--- config.mk ---
export PLATFORM = sky130hd
export DESIGN_NAME = tree_search_ctrl
export DESIGN_NICKNAME = d
export VERILOG_FILES = /design/src/rtl/tsc_pkg.sv /design/src/rtl/tsc_ranker.sv /design/src/rtl/tsc_page_map.sv /design/src/rtl/tree_search_ctrl.sv
export SDC_FILE = /design/constraint.sdc
export NUM_CORES = 1
export LEC_CHECK = 0
export CORE_UTILIZATION = 40
export DETAILED_ROUTE_END_ITERATION = 12
export GPL_ROUTABILITY_DRIVEN = 0
export GPL_TIMING_DRIVEN = 1
export PLACE_DENSITY = 0.68
export SLEW_MARGIN = 20
export SYNTH_ARGS = -nofsm -noshare
export SYNTH_HDL_FRONTEND = slang
export SYNTH_SLANG_ARGS = --single-unit
--- constraint.sdc ---
create_clock -name clk -period 2.7 [get_ports clk]
set_input_delay 0.27 -clock clk [delete_from_list [all_inputs] [get_ports clk]]
set_output_delay 0.27 -clock clk [all_outputs]
set_load 0.01 [all_outputs]
--- src/rtl/tsc_pkg.sv ---
package tsc_pkg;
  localparam int MAX_BR     = 4;
  localparam int BR_IW      = $clog2(MAX_BR);
  localparam int ROOT_BR    = 3;
  localparam int PAGE_W     = 4;
  localparam int DIGIT_W    = 4;
  localparam int ROOT_PAGE  = 0;
  localparam int GROUP_BASE = 1;
  localparam int LEAF_BASE  = 4;
  localparam int NUM_PAGES  = 14;
  localparam logic [DIGIT_W-1:0] NO_DIGIT = 4'hF;

  typedef enum logic [1:0] {ST_IDLE, ST_REQ, ST_SCORE, ST_DONE} st_e;
  typedef enum logic [1:0] {LVL_ROOT, LVL_GROUP, LVL_LEAF} lvl_e;

  function automatic logic [BR_IW:0] group_size(input logic [BR_IW-1:0] g);
    return (g == '0) ? (BR_IW+1)'(4) : (BR_IW+1)'(3);
  endfunction

  function automatic logic [DIGIT_W-1:0] group_member(input logic [1:0] g,
                                                      input logic [1:0] k);
    logic [DIGIT_W-1:0] d;
    case ({g, k})
      4'b0000: d = 4'd1;
      4'b0001: d = 4'd2;
      4'b0010: d = 4'd3;
      4'b0011: d = 4'd8;
      4'b0100: d = 4'd0;
      4'b0101: d = 4'd5;
      4'b0110: d = 4'd9;
      4'b1000: d = 4'd4;
      4'b1001: d = 4'd6;
      4'b1010: d = 4'd7;
      default: d = NO_DIGIT;
    endcase
    return d;
  endfunction
endpackage

--- src/rtl/tsc_ranker.sv ---
module tsc_ranker #(
  parameter int NB = 4,
  parameter int SW = 8,
  localparam int IW = $clog2(NB)
) (
  input  logic [NB*SW-1:0] scores,
  input  logic [IW:0]      n_valid,
  output logic [NB*IW-1:0] order
);
  logic [IW-1:0] rank [NB];

  for (genvar gi = 0; gi < NB; gi++) begin : g_rank
    always_comb begin
      logic [IW:0] acc;
      logic        vi;
      logic        vj;
      logic [SW-1:0] si;
      logic [SW-1:0] sj;
      acc = '0;
      vi  = ((IW+1)'(gi) < n_valid);
      si  = scores[gi*SW +: SW];
      for (int j = 0; j < NB; j++) begin
        vj = ((IW+1)'(j) < n_valid);
        sj = scores[j*SW +: SW];
        if (j != gi) begin
          if (vj && !vi)
            acc = acc + 1'b1;
          else if ((vj == vi) && ((sj > si) || ((sj == si) && (j < gi))))
            acc = acc + 1'b1;
        end
      end
      rank[gi] = acc[IW-1:0];
    end
  end

  always_comb begin
    order = '0;
    for (int p = 0; p < NB; p++) begin
      for (int i = 0; i < NB; i++) begin
        if (rank[i] == IW'(p))
          order[p*IW +: IW] = IW'(i);
      end
    end
  end
endmodule

--- src/rtl/tsc_page_map.sv ---
module tsc_page_map
  import tsc_pkg::*;
(
  input  logic [BR_IW-1:0]  grp_sel,
  input  logic [BR_IW-1:0]  leaf_grp,
  input  logic [BR_IW-1:0]  leaf_mem,
  output logic [PAGE_W-1:0] group_page,
  output logic [PAGE_W-1:0] leaf_page
);
  always_comb begin
    group_page = PAGE_W'(GROUP_BASE) + PAGE_W'(grp_sel);
    leaf_page  = PAGE_W'(LEAF_BASE) + PAGE_W'(group_member(leaf_grp, leaf_mem));
  end
endmodule

--- src/rtl/tree_search_ctrl.sv ---
module tree_search_ctrl
  import tsc_pkg::*;
#(
  parameter int SCORE_W = 8,
  parameter int CNT_W   = 4,
  parameter logic [SCORE_W-1:0] THR_RESET = SCORE_W'(128)
) (
  input  logic                      clk,
  input  logic                      rst_n,
  input  logic                      start_valid,
  output logic                      start_ready,
  input  logic                      thr_we,
  input  logic [SCORE_W-1:0]        thr_wdata,
  output logic                      page_req_valid,
  output logic [PAGE_W-1:0]         page_req_id,
  input  logic                      page_ack,
  input  logic                      score_valid,
  input  logic [MAX_BR*SCORE_W-1:0] score_bus,
  output logic                      res_valid,
  input  logic                      res_ready,
  output logic [DIGIT_W-1:0]        res_digit,
  output logic                      res_not_digit,
  output logic [CNT_W-1:0]          res_reconfigs
);
  localparam int ORD_W = MAX_BR * BR_IW;

  // reset release synchronizer
  logic [1:0] rs_q;
  logic       rst_int_n;
  always_ff @(posedge clk or negedge rst_n) begin
    if (!rst_n) rs_q <= '0;
    else        rs_q <= {rs_q[0], 1'b1};
  end
  assign rst_int_n = rs_q[1];

  st_e                 st_q, st_d;
  lvl_e                lvl_q, lvl_d;
  logic [PAGE_W-1:0]   page_q, page_d;
  logic [ORD_W-1:0]    root_ord_q, root_ord_d;
  logic [ORD_W-1:0]    grp_ord_q, grp_ord_d;
  logic [BR_IW-1:0]    root_pos_q, root_pos_d;
  logic [BR_IW-1:0]    grp_pos_q, grp_pos_d;
  logic [BR_IW-1:0]    grp_q, grp_d;
  logic [CNT_W-1:0]    cnt_q, cnt_d;
  logic [DIGIT_W-1:0]  digit_q, digit_d;
  logic                nd_q, nd_d;
  logic [SCORE_W-1:0]  thr_q;

  // ranking of the current context's lanes
  logic [BR_IW:0]      rk_n;
  logic [ORD_W-1:0]    rk_order;
  logic [BR_IW-1:0]    rk_first;

  assign rk_n     = (lvl_q == LVL_ROOT) ? (BR_IW+1)'(ROOT_BR) : group_size(grp_q);
  assign rk_first = rk_order[BR_IW-1:0];

  tsc_ranker #(.NB(MAX_BR), .SW(SCORE_W)) u_rank (
    .scores  (score_bus),
    .n_valid (rk_n),
    .order   (rk_order)
  );

  // next-branch selection and page lookup
  logic [BR_IW-1:0]  root_nxt_pos, grp_nxt_pos;
  logic [BR_IW-1:0]  sel_grp, sel_mem;
  logic [PAGE_W-1:0] map_group_page, map_leaf_page;

  assign root_nxt_pos = root_pos_q + 1'b1;
  assign grp_nxt_pos  = grp_pos_q + 1'b1;
  assign sel_grp = (lvl_q == LVL_ROOT) ? rk_first
                                       : root_ord_q[root_nxt_pos*BR_IW +: BR_IW];
  assign sel_mem = (lvl_q == LVL_GROUP) ? rk_first
                                        : grp_ord_q[grp_nxt_pos*BR_IW +: BR_IW];

  tsc_page_map u_map (
    .grp_sel    (sel_grp),
    .leaf_grp   (grp_q),
    .leaf_mem   (sel_mem),
    .group_page (map_group_page),
    .leaf_page  (map_leaf_page)
  );

  logic [SCORE_W-1:0] leaf_score;
  logic               leaf_accept;
  logic               grp_more, root_more;

  assign leaf_score  = score_bus[SCORE_W-1:0];
  assign leaf_accept = leaf_score > thr_q;
  assign grp_more    = ({1'b0, grp_pos_q} + 1'b1) < group_size(grp_q);
  assign root_more   = ({1'b0, root_pos_q} + 1'b1) < (BR_IW+1)'(ROOT_BR);

  // next-state logic
  always_comb begin
    st_d       = st_q;
    lvl_d      = lvl_q;
    page_d     = page_q;
    root_ord_d = root_ord_q;
    grp_ord_d  = grp_ord_q;
    root_pos_d = root_pos_q;
    grp_pos_d  = grp_pos_q;
    grp_d      = grp_q;
    cnt_d      = cnt_q;
    digit_d    = digit_q;
    nd_d       = nd_q;
    case (st_q)
      ST_IDLE: begin
        if (start_valid) begin
          st_d    = ST_REQ;
          lvl_d   = LVL_ROOT;
          page_d  = PAGE_W'(ROOT_PAGE);
          cnt_d   = CNT_W'(1);
          digit_d = '0;
          nd_d    = 1'b0;
        end
      end
      ST_REQ: begin
        if (page_ack) st_d = ST_SCORE;
      end
      ST_SCORE: begin
        if (score_valid) begin
          case (lvl_q)
            LVL_ROOT: begin
              root_ord_d = rk_order;
              root_pos_d = '0;
              grp_d      = rk_first;
              lvl_d      = LVL_GROUP;
              page_d     = map_group_page;
              cnt_d      = cnt_q + 1'b1;
              st_d       = ST_REQ;
            end
            LVL_GROUP: begin
              grp_ord_d = rk_order;
              grp_pos_d = '0;
              lvl_d     = LVL_LEAF;
              page_d    = map_leaf_page;
              cnt_d     = cnt_q + 1'b1;
              st_d      = ST_REQ;
            end
            default: begin
              if (leaf_accept) begin
                digit_d = DIGIT_W'(page_q - PAGE_W'(LEAF_BASE));
                nd_d    = 1'b0;
                st_d    = ST_DONE;
              end else if (grp_more) begin
                grp_pos_d = grp_nxt_pos;
                page_d    = map_leaf_page;
                cnt_d     = cnt_q + 1'b1;
                st_d      = ST_REQ;
              end else if (root_more) begin
                root_pos_d = root_nxt_pos;
                grp_d      = sel_grp;
                lvl_d      = LVL_GROUP;
                page_d     = map_group_page;
                cnt_d      = cnt_q + 1'b1;
                st_d       = ST_REQ;
              end else begin
                digit_d = NO_DIGIT;
                nd_d    = 1'b1;
                st_d    = ST_DONE;
              end
            end
          endcase
        end
      end
      default: begin
        if (res_ready) st_d = ST_IDLE;
      end
    endcase
  end

  // state registers
  always_ff @(posedge clk or negedge rst_int_n) begin
    if (!rst_int_n) begin
      st_q       <= ST_IDLE;
      lvl_q      <= LVL_ROOT;
      page_q     <= '0;
      root_ord_q <= '0;
      grp_ord_q  <= '0;
      root_pos_q <= '0;
      grp_pos_q  <= '0;
      grp_q      <= '0;
      cnt_q      <= '0;
      digit_q    <= '0;
      nd_q       <= 1'b0;
    end else begin
      st_q       <= st_d;
      lvl_q      <= lvl_d;
      page_q     <= page_d;
      root_ord_q <= root_ord_d;
      grp_ord_q  <= grp_ord_d;
      root_pos_q <= root_pos_d;
      grp_pos_q  <= grp_pos_d;
      grp_q      <= grp_d;
      cnt_q      <= cnt_d;
      digit_q    <= digit_d;
      nd_q       <= nd_d;
    end
  end

  // threshold register with explicit enable
  always_ff @(posedge clk or negedge rst_int_n) begin
    if (!rst_int_n)  thr_q <= THR_RESET;
    else if (thr_we) thr_q <= thr_wdata;
  end

  assign start_ready    = (st_q == ST_IDLE);
  assign page_req_valid = (st_q == ST_REQ);
  assign page_req_id    = page_q;
  assign res_valid      = (st_q == ST_DONE);
  assign res_digit      = digit_q;
  assign res_not_digit  = nd_q;
  assign res_reconfigs  = cnt_q;
endmodule

==> flow_metrics.py <==
metrics = {
    "clock_tree": {
        "clk_pin_slew_ns": 0.09,
        "clock_latency_ns": 0.31,
        "cts_buffers": 5,
        "cts_buffer_depth": 2,
        "cts-root-buf": "clkbuf_8",
        "htreeDepth": 2,
        "cts_tree": "yes",
        "holdBufCountCts": 0,
        "clkSinkCount": 49,
    },
    "detailed_routing": {
        "via_per_inst": 5.29,
        "drt_pre_antenna_iters": 4,
        "drc_errors": 0,
        "dr_total_vias": 3885,
        "wire_per_inst_um": 14.7,
        "drtIter0Drc": 98,
        "wl_um": 10800,
        "ant_nets": 0,
    },
    "global_routing": {
        "grt_pass1_vias": 4031,
        "grt_max_degree": 48,
        "overflow": 0,
        "antenna_found_initial": 0,
        "groute.usage.overall_pct": 20.2,
        "grt_first_pass_wirelength_um": 17900,
    },
    "logic_synthesis": {
        "yosys_warnings": 0,
        "yosysMostFrequentCell": "ha_1",
        "yosys_register_bits": 49,
        "synth_cells": 452,
        "synth_top_area_share_pct": 28.6,
        "synth_commonest_cells": "ha_1 (68), dfrtp_1 (48), inv_1 (43)",
        "netlist_area_sq_um": 4200,
        "synth_cell_type_count": 68,
        "netlist_top_cells_area": "dfrtp_1 (29%), ha_1 (20%), mux2_2 (5.4%)",
        "seq_area_frac_synth_pct": 29.2,
        "synth_largest_area_cell": "dfrtp_1",
        "synth_flop_cell": "dfrtp_1",
        "syn_avg_cell_area_sq_um": 9.30,
        "async_flop_share_pct": 100,
        "synth_edf_count": 0,
    },
    "timing": {
        "fin_setup_tns_ns": -2.69,
        "max_clock_freq_mhz": 299,
        "period_minus_slack_ns": 3.35,
        "max-slew-margin-rel_pct": 59.6,
        "worst_pin_slew_ns": 0.606,
        "fin_skew_ns": 0.0103,
        "slew_viol_final": 0,
        "rsz0062_at_grt": "true",
        "timing.final.ws_setup_ns": -0.648,
        "finalHoldViolCount": 0,
        "min_period_over_period_pct": 124,
        "setup_viol": 8,
    },
    "floorplanning": {
        "core_region_area_sq_um": 10300,
        "die_width_um": 105,
        "die_h_um": 105,
        "dieArea_sq_um": 10900,
        "std_cell_rows": 37,
        "ioPinCount": 63,
        "initial_core_util_pct": 40.9,
    },
    "final_layout": {
        "post_layout_nonfiller_instances": 735,
        "fin_nets": 713,
        "area.growth.synth_to_final_pct": 44.3,
        "antenna_cells": 0,
        "drive_above_1_share_pct": 32.4,
        "fin_area_sq_um": 6060,
        "n_fill_cell": 907,
        "post-route-util_pct": 59.0,
    },
    "worst_setup_path": {
        "cpMaxStageDelayCell": "ha_1",
        "cp.arrival_ns": 3.56,
        "cpLargestDelayFamily": "compound AO/OA/AOI/OAI gates",
        "cp_max_fo": 2,
        "rrSetupSlack_ns": -0.28,
        "slowest_delay_ns": 0.31,
        "worstSetupPathType": "in2reg",
        "start_kind": "input port",
        "cp.required_ns": 2.91,
        "critPathCaptureType": "flip-flop",
        "path_buf_inv": 3,
    },
    "run_status": {
        "failed_checks": "setup timing",
        "outcome": "finished with violations",
    },
    "placement": {
        "hpwlAfterDp_um": 8510,
        "dp_cells": 716,
        "place_area_sq_um": 5590,
        "pre_cts_ws_ns": -1.59,
        "port_buffers": 62,
    },
    "job": {
        "cap_violations": 0,
    },
    "hold_path": {
        "hold_path_class": "in2async",
    },
    "pwr": {
        "leakage_uw": 0.00292,
        "cellPowerDensity_nw_per_um2": 845,
        "ir_drop_v": 0.000474,
    },
}
placed cells by master (no fill, tap or decap), drive strengths merged, types with 4 or more instances in the layout:
| master | n |
|---|---|
| a21o | 12 |
| clkbuf | 11 |
| o21ai | 36 |
| a21oi | 30 |
| ha | 68 |
| a31oi | 9 |
| nor2b | 7 |
| o211ai | 6 |
| dlygate4sd2 | 9 |
| mux4 | 4 |
| mux2 | 20 |
| nor3 | 6 |
| xor2 | 4 |
| nand3 | 8 |
| clkdlybuf4s50 | 34 |
| nor2 | 31 |
| nand2b | 6 |
| conb | 5 |
| inv | 43 |
| dlymetal6s2s | 9 |
| buf | 85 |
| nand2 | 43 |
| dfrtp | 48 |
| nand4 | 5 |
registers in the layout, summed over array words and instances, names as in the netlist:
register / cells
root_ord_q: 8
res_digit: 4
root_pos_q: 2
grp_ord_q: 8
rs_q: 2
grp_q: 2
grp_pos_q: 2
thr_q: 8
st_q: 2
res_reconfigs: 4
res_not_digit: 1
page_req_id: 4
lvl_q: 2
through the flow:
| step | total power, uW | hold slack, ns |
|---|---|---|
| 2_1_floorplan | 3140 | -0.0256 |
| 3_3_place_gp | 4110 | 0.338 |
| 3_5_place_dp | 4210 | 0.348 |
| 4_1_cts | 4830 | 0.108 |
| 5_1_grt | 5530 | 0.107 |
| 6_report | 5120 | 0.107 |
path summary, 6_finish.rpt:
path                                              endpoint                 start  depth (start not counted)
worst max register to register  page_req_id[1]$_DFFE_PN0P_  lvl_q[1]$_DFFE_PN0P_                         18
min in group clk                         rs_q[1]$_DFF_PN0_     rs_q[0]$_DFF_PN0_                          0
worst min-delay path                     rs_q[1]$_DFF_PN0_                 rst_n                          1
worst min register to register   res_not_digit$_DFFE_PN0P_     rs_q[1]$_DFF_PN0_                          0
max in group asynchronous         grp_ord_q[3]$_DFFE_PN0P_     rs_q[1]$_DFF_PN0_                          0
worst max-delay path            page_req_id[1]$_DFFE_PN0P_          score_bus[0]                         25
power by group:
group | total, uW | switching (uW) | internal (uW)
clock network | 467 | 259 | 208
logic | 3420 | 1650 | 1780
registers | 1230 | 233 | 1000
worst reg2reg max path: cells and delay by family (launching register included):
kind | cells | cell delay (ns)
multiplexers | 1 | 0.26
flip-flops | 1 | 0.38
AO/OA/AOI/OAI | 7 | 0.91
buffers and inverters | 1 | 0.04
adder cells (fa/ha/maj) | 2 | 0.42
AND/OR/NAND/NOR | 7 | 0.87
cell type report:
cell class | count | area [sq um] | area share (%)
inverters | 43 | 178 | 2.93
clock buffers | 6 | 82.6 | 1.36
repair buffers | 144 | 1280 | 21.1
well taps | 136 | 170 | 2.81
clock inverters | 2 | 13.8 | 0.227
flip-flops and latches | 49 | 1230 | 20.3
multi-input cells | 355 | 3110 | 51.3
metal layers:
layer  share of wire (%)  global-route usage, %  vias to the layer above
met5                   0                      0                        -
met4                 2.5                   6.43                        0
met3                 3.2                   2.44                       26
met2                  53                   37.6                       86
met1                  41                   23.7                     1857
li1                    -                      -                     1916
cells by family after synthesis:
group,after synthesis,share of synthesized area (%)
fa+ha+maj,68,20.2
buf+inv,51,4.76
flops,49,29.2
compound gates,119,19.9
other cells,2,0.179
mux,27,8.22
simple gates,129,16.0
xor+xnor,7,1.46
what timing repair did:
| item | in CTS | in global routing |
|---|---|---|
| pin swaps | 28 | 28 |
| setup buffers | 7 | 8 |
| endpoints found under the setup margin | 20 | 27 |
| resized for setup | 67 | 55 |
(Power assumes the default switching activity.)
